[src/rtl/mpu_port_pkg.sv]
package mpu_port_pkg;
    typedef enum logic [1:0] {
        ST_IDLE = 2'd0,
        ST_CAPT = 2'd1,
        ST_ACK  = 2'd2,
        ST_HOLD = 2'd3
    } acc_state_e;

    localparam int unsigned ADR_CTRL  = 0;
    localparam int unsigned ADR_ISTAT = 1;
    localparam int unsigned ADR_IEN   = 2;
    localparam int unsigned ADR_GP0   = 3;
endpackage

[src/rtl/mpu_parity.sv]
module mpu_parity #(
    parameter int DW = 16,
    localparam int NB = DW / 8
) (
    input  logic [DW-1:0] data,
    input  logic          odd,
    output logic [NB-1:0] par
);
    for (genvar b = 0; b < NB; b++) begin : g_byte
        assign par[b] = (^data[8*b +: 8]) ^ odd;
    end
endmodule

[src/rtl/mpu_port_fsm.sv]
module mpu_port_fsm
    import mpu_port_pkg::*;
(
    input  logic       clk,
    input  logic       rst_n,
    input  logic       cs_n,
    input  logic       as_n,
    output acc_state_e state_o,
    output logic       start_o,
    output logic       commit_o,
    output logic       ack_n_o
);
    acc_state_e st_q, st_d;

    always_ff @(posedge clk or negedge rst_n) begin
        if (!rst_n) st_q <= ST_IDLE;
        else        st_q <= st_d;
    end

    always_comb begin
        st_d = st_q;
        unique case (st_q)
            ST_IDLE: if (!cs_n && !as_n) st_d = ST_CAPT;
            ST_CAPT: st_d = cs_n ? ST_IDLE : ST_ACK;
            ST_ACK:  st_d = cs_n ? ST_IDLE : ST_HOLD;
            ST_HOLD: if (cs_n) st_d = ST_IDLE;
        endcase
    end

    always_comb begin
        state_o  = st_q;
        start_o  = (st_q == ST_IDLE) && !cs_n && !as_n;
        commit_o = (st_q == ST_CAPT) && !cs_n;
        ack_n_o  = !((st_q == ST_ACK) && !cs_n);
    end
endmodule

[src/rtl/mpu_regbank.sv]
module mpu_regbank
    import mpu_port_pkg::*;
#(
    parameter int DW      = 16,
    parameter int AW      = 16,
    parameter int NUM_EVT = 3,
    parameter int NUM_GP  = 4,
    localparam int SW     = NUM_EVT + 1
) (
    input  logic               clk,
    input  logic               rst_n,
    input  logic               wr_en,
    input  logic               rd_en,
    input  logic [AW-1:0]      addr,
    input  logic [DW-1:0]      wdata,
    input  logic               perr,
    input  logic [NUM_EVT-1:0] evt,
    output logic [DW-1:0]      rdata_o,
    output logic               odd_o,
    output logic [SW-1:0]      istat_o,
    output logic [SW-1:0]      ien_o,
    output logic               irq_n_o
);
    logic          odd_q;
    logic [SW-1:0] istat_q, ien_q, clr, setv;
    logic [DW-1:0] gp_q [NUM_GP];
    logic [DW-1:0] rd_mux, rdata_q;
    logic          hit_ctrl, hit_istat, hit_ien;

    assign hit_ctrl  = (int'(addr) == ADR_CTRL);
    assign hit_istat = (int'(addr) == ADR_ISTAT);
    assign hit_ien   = (int'(addr) == ADR_IEN);

    always_ff @(posedge clk or negedge rst_n) begin
        if (!rst_n) begin
            odd_q <= 1'b0;
            ien_q <= '0;
        end else if (wr_en) begin
            if (hit_ctrl) odd_q <= wdata[0];
            if (hit_ien)  ien_q <= wdata[SW-1:0];
        end
    end

    for (genvar g = 0; g < NUM_GP; g++) begin : g_gp
        always_ff @(posedge clk or negedge rst_n) begin
            if (!rst_n)                                          gp_q[g] <= '0;
            else if (wr_en && (int'(addr) == ADR_GP0 + g))       gp_q[g] <= wdata;
        end
    end

    assign setv = {evt, perr};
    assign clr  = (wr_en && hit_istat) ? wdata[SW-1:0] : '0;

    always_ff @(posedge clk or negedge rst_n) begin
        if (!rst_n) istat_q <= '0;
        else        istat_q <= (istat_q & ~clr) | setv;
    end

    always_comb begin
        rd_mux = '0;
        if (hit_ctrl)  rd_mux = {{(DW-1){1'b0}}, odd_q};
        if (hit_istat) rd_mux = {{(DW-SW){1'b0}}, istat_q};
        if (hit_ien)   rd_mux = {{(DW-SW){1'b0}}, ien_q};
        for (int i = 0; i < NUM_GP; i++)
            if (int'(addr) == ADR_GP0 + i) rd_mux = gp_q[i];
    end

    always_ff @(posedge clk or negedge rst_n) begin
        if (!rst_n)     rdata_q <= '0;
        else if (rd_en) rdata_q <= rd_mux;
    end

    assign rdata_o = rdata_q;
    assign odd_o   = odd_q;
    assign istat_o = istat_q;
    assign ien_o   = ien_q;
    assign irq_n_o = ~|(istat_q & ien_q);
endmodule

[src/rtl/mpu_reg_port.sv]
module mpu_reg_port
    import mpu_port_pkg::*;
#(
    parameter int NUM_EVT = 3,
    parameter int NUM_GP  = 4,
    localparam int DW     = 16,
    localparam int AW     = 16,
    localparam int NB     = DW / 8
) (
    input  logic               clk,
    input  logic               rst_n,
    input  logic               cs_n,
    input  logic               as_n,
    input  logic               rw,
    input  logic [AW-1:0]      addr,
    input  logic [DW-1:0]      wdata,
    input  logic [NB-1:0]      par_in,
    input  logic [NUM_EVT-1:0] evt_in,
    output logic [DW-1:0]      rdata,
    output logic [NB-1:0]      par_out,
    output logic               data_oe,
    output logic               ack_n,
    output logic               ack_oe,
    output logic               irq_n
);
    localparam int SW = NUM_EVT + 1;

    acc_state_e    st;
    logic          start, commit, rw_q, odd, perr;
    logic [AW-1:0] addr_q;
    logic [NB-1:0] par_exp;
    logic [SW-1:0] istat, ien;

    mpu_port_fsm u_fsm (
        .clk(clk), .rst_n(rst_n), .cs_n(cs_n), .as_n(as_n),
        .state_o(st), .start_o(start), .commit_o(commit), .ack_n_o(ack_n)
    );

    always_ff @(posedge clk or negedge rst_n) begin
        if (!rst_n) begin
            addr_q <= '0;
            rw_q   <= 1'b0;
        end else if (start) begin
            addr_q <= addr;
            rw_q   <= rw;
        end
    end

    mpu_parity #(.DW(DW)) u_par_chk (.data(wdata), .odd(odd), .par(par_exp));
    assign perr = commit && !rw_q && (par_exp != par_in);

    mpu_regbank #(.DW(DW), .AW(AW), .NUM_EVT(NUM_EVT), .NUM_GP(NUM_GP)) u_bank (
        .clk(clk), .rst_n(rst_n),
        .wr_en(commit && !rw_q), .rd_en(commit && rw_q),
        .addr(addr_q), .wdata(wdata), .perr(perr), .evt(evt_in),
        .rdata_o(rdata), .odd_o(odd), .istat_o(istat), .ien_o(ien), .irq_n_o(irq_n)
    );

    mpu_parity #(.DW(DW)) u_par_gen (.data(rdata), .odd(odd), .par(par_out));

    assign ack_oe  = !cs_n;
    assign data_oe = rw_q && !cs_n && ((st == ST_ACK) || (st == ST_HOLD));
endmodule

[config.mk]
export PLATFORM = sky130hd
export DESIGN_NAME = mpu_reg_port
export DESIGN_NICKNAME = d
export VERILOG_FILES = /design/src/rtl/mpu_port_pkg.sv /design/src/rtl/mpu_parity.sv /design/src/rtl/mpu_port_fsm.sv /design/src/rtl/mpu_regbank.sv /design/src/rtl/mpu_reg_port.sv
export SDC_FILE = /design/constraint.sdc
export NUM_CORES = 1
export LEC_CHECK = 0
export BUFFER_PORTS_ARGS = -buffer_cell sky130_fd_sc_hd__buf_2
export CORE_MARGIN = 5
export CORE_UTILIZATION = 60
export CTS_BUF_LIST = sky130_fd_sc_hd__clkbuf_16
export CTS_CLUSTER_DIAMETER = 200
export DETAILED_ROUTE_END_ITERATION = 6
export PLACE_DENSITY = 0.82
export RECOVER_POWER = 100
export SLEW_MARGIN = 20
export SYNTH_ARGS = -nofsm -noshare
export SYNTH_HDL_FRONTEND = slang
export SYNTH_HIERARCHICAL = 1
export SYNTH_SLANG_ARGS = --single-unit
[constraint.sdc]
create_clock -name clk -period 3.64 [get_ports clk]
set_input_delay 0.182 -clock clk [delete_from_list [all_inputs] [get_ports clk]]
set_output_delay 0.182 -clock clk [all_outputs]
set_load 0.02 [all_outputs]
==> flow_metrics.py <==
metrics = {
    "run_status": {
        "status": "finished with violations",
        "violations": "capacitance limit, slew limit",
    },
    "clock_tree": {
        "clock_sinks": 108,
        "path_clk_slew_ns": 0.07,
        "htree_levels": 3,
        "cts_tree": "built",
        "clockRootBuffer": "clkbuf_16",
        "post_cts_resized": 0,
        "cts_setup_buffers": 0,
        "worstSkewPairLatency_ns": 0.35,
        "cts_buffers": 9,
        "cts_buffer_depth": 2,
    },
    "global_route": {
        "grt_remaining_overflow": 0,
        "grt_max_degree": 81,
        "grt_pass1_vias": 3689,
        "grt_usage_pct": 23.6,
        "grt_pass1_wl_mm": 20.3,
        "antenna_found_initial": 0,
    },
    "placed_design": {
        "place_area_um2": 5680,
        "gp_congestion": 0.830,
        "post-place-cells": 550,
        "hpwl_mm": 8.15,
        "port_buffers": 63,
        "pre_cts_slack_ns": 1.12,
    },
    "timing": {
        "final_hold_viol_count": 0,
        "max_slew.worst_pin.slew_ns": 1.96,
        "fin_crit_sh_pct": 82.8,
        "hold_ws_ns": 0.00680,
        "setup_tns_ns": 0,
        "fmax_ghz": 0.332,
        "finClkSkew_ns": 0.00887,
        "setup_viol": 0,
        "period_needed_ns": 3.01,
        "slew_viol_final": 81,
        "relSlewSlack_pct": -30.4,
        "setup_slack_ns": 0.627,
        "rsz0062_at_grt": "no",
    },
    "detailed_routing": {
        "drc": 0,
        "drtIter0Drc": 244,
        "routed_wl_mm": 12.4,
        "viasPerCell": 6.31,
        "vias": 3572,
        "dr.pass1.iters": 5,
        "wl_per_cell_um": 21.8,
        "drt.antenna.violating_nets": 0,
    },
    "critical_path": {
        "crit_path_max_fanout": 16,
        "worstPathRequired_ns": 3.86,
        "critPathKind": "reg -> reg",
        "arrival_ns": 3.23,
        "crit_slowest_cell": "nand2_1",
        "cp-end-kind": "register",
        "cpPeakStageDelay_ns": 0.70,
        "crit_path_start_kind": "register",
        "path_cells": "or4_1 > nor4_1 > nand2_1 > mux2_1",
    },
    "power_and_ir_drop": {
        "ir_worst_vdd_mv": 0.359,
        "cellPowerDensity_nw_per_um2": 613,
        "p_leak_nw": 2.74,
        "total_power_mw": 3.53,
    },
    "yosys": {
        "postSynthAreaPerCell_um2": 13.6,
        "async_reset_ff_share_pct": 100,
        "synth_cell_type_count": 57,
        "synth_area_um2": 5300,
        "synth_cells": 391,
        "synth_edf_count": 0,
        "yosysSeqAreaShare_pct": 51.0,
        "ys.flop_type": "dfrtp_1",
        "yosys_warnings": 6,
        "syn_nets": 433,
        "ys_seq_elements": 108,
    },
    "floorplanning": {
        "ioPinCount": 64,
        "rows": 34,
        "core_um2": 8680,
        "die_w_um": 104,
        "die-area_um2": 10800,
        "start_util_pct": 61.1,
        "die_h_um": 104,
    },
    "cells_and_area": {
        "nets": 496,
        "fin_area_um2": 5760,
        "syn_to_final_growth_pct": 8.69,
        "layoutNonFillerInstCount": 566,
        "antenna_cells": 0,
        "post-route-util_pct": 66.4,
        "drive_gt1_share_pct": 24.5,
    },
    "min_path": {
        "hold_class": "in -> reg",
    },
    "run": {
        "max_cap_violations": 1,
    },
}
## where the power goes
part	leakage (nW)	switching (mW)	internal, mW
logic	1.18	0.594	0.460
clock network	0.137	0.432	0.530
registers	1.42	0.178	1.33
total	2.74	1.20	2.32
## logic make-up (layout without fill, tap and decap cells)
group	Yosys count	count (layout)	synth area share (%)
flops	108	108	51.0
mux	91	91	21.7
simple gates	81	81	9.92
compound gates	57	57	8.00
xor+xnor	30	30	6.56
buf+inv	24	91	2.79
## critical path: cells and delay by family, from the launching register on
kind | cells | cell delay [ns]
muxes | 1 | 0.58
and+or+nand+nor | 3 | 1.91
DFF | 1 | 0.40
## flip-flops by register name, summed over array words and instances, names as in the netlist
name / cells
u_bank/gp_q: 64
addr_q: 16
u_bank/rdata_o: 16
u_bank/ien_o: 4
u_bank/istat_o: 4
u_fsm/state_o: 2
rw_q: 1
u_bank/odd_o: 1
## final timing paths
| kind | slack, ns | to | cells after the start | start |
|---|---|---|---|---|
| min | 0.007 | u_bank/istat_o[3] | 2 | evt_in[2] |
| min reg2reg | 0.50 | u_bank/gp_q[6] | 1 | u_bank/gp_q[6] |
| min in group asynchronous | 0.92 | u_bank/gp_q[55] | 2 | rst_n |
| max | 0.63 | u_bank/gp_q[62] | 4 | addr_q[9] |
| max in group asynchronous | 1.11 | u_bank/gp_q[12] | 3 | rst_n |
| max reg2reg | 0.63 | u_bank/gp_q[62] | 4 | addr_q[9] |
## cells in the final DEF, fill, tap and decap left out, types with 9 or more instances in the layout
cell	instances
buf_2	40
o21ai_0	11
o22ai_1	9
nor2_1	19
clkbuf_16	9
mux2_1	51
a221oi_1	14
nand2_1	14
xnor2_1	18
nor3_1	14
dfrtp_1	108
mux2_2	35
clkbuf_1	23
## cell type report
cell class	count	area [µm²]
clock inverters	6	62.6
fillers	656	2920
inverters	5	18.8
clock buffers	9	225
well taps	108	135
multi-input cells	259	2270
flip-flops and latches	108	2700
repair buffers	71	344
## cell usage after synthesis, types with 2 or more instances
library cell  count  area share (%)
a22oi_1           4            0.57
inv_1             5            0.35
nor4_1            3            0.35
a22o_1            3            0.50
or4_1             2            0.28
a221oi_1         14             2.3
clkbuf_1          6            0.42
nor3_1           12             1.1
nor4_2            4            0.94
nand3_1           4            0.38
xnor2_2           4             1.2
a21o_1            4            0.57
o22ai_1           9             1.1
o21a_1            2            0.28
mux2_1           21             4.5
mux2_4           34             9.6
nor2b_1           5            0.59
xnor2_1          18             3.0
o21ai_0          11             1.0
dfrtp_1         108              51
nand2_1          11            0.78
nand4_1           3            0.35
buf_6             4            0.85
nor2_1           19             1.3
xor2_1            4            0.66
buf_2             5            0.47
xnor3_1           4             1.7
nand2_2           2            0.24
o32ai_1           4            0.66
mux2_2           35             7.4
## layer usage
| metal | share of wire [%] | up-vias | wire, µm | track usage [%] |
|---|---|---|---|---|
| met5 | 0 | - | 0 | 0 |
| met1 | 40 | 1829 | 4980 | 31.7 |
| met2 | 51 | 157 | 6280 | 37.8 |
| met4 | 1.3 | 0 | 157 | 6.66 |
| met3 | 7.6 | 16 | 938 | 6.46 |
| li1 | - | 1570 | - | - |
## what timing repair did
action | CTS | global route
hold buffers | 0 | 1
endpoints found under the setup margin | 0 | 0
endpoints found under the hold margin | 0 | 79
No activity file was read; power rests on OpenSTA's default activity.
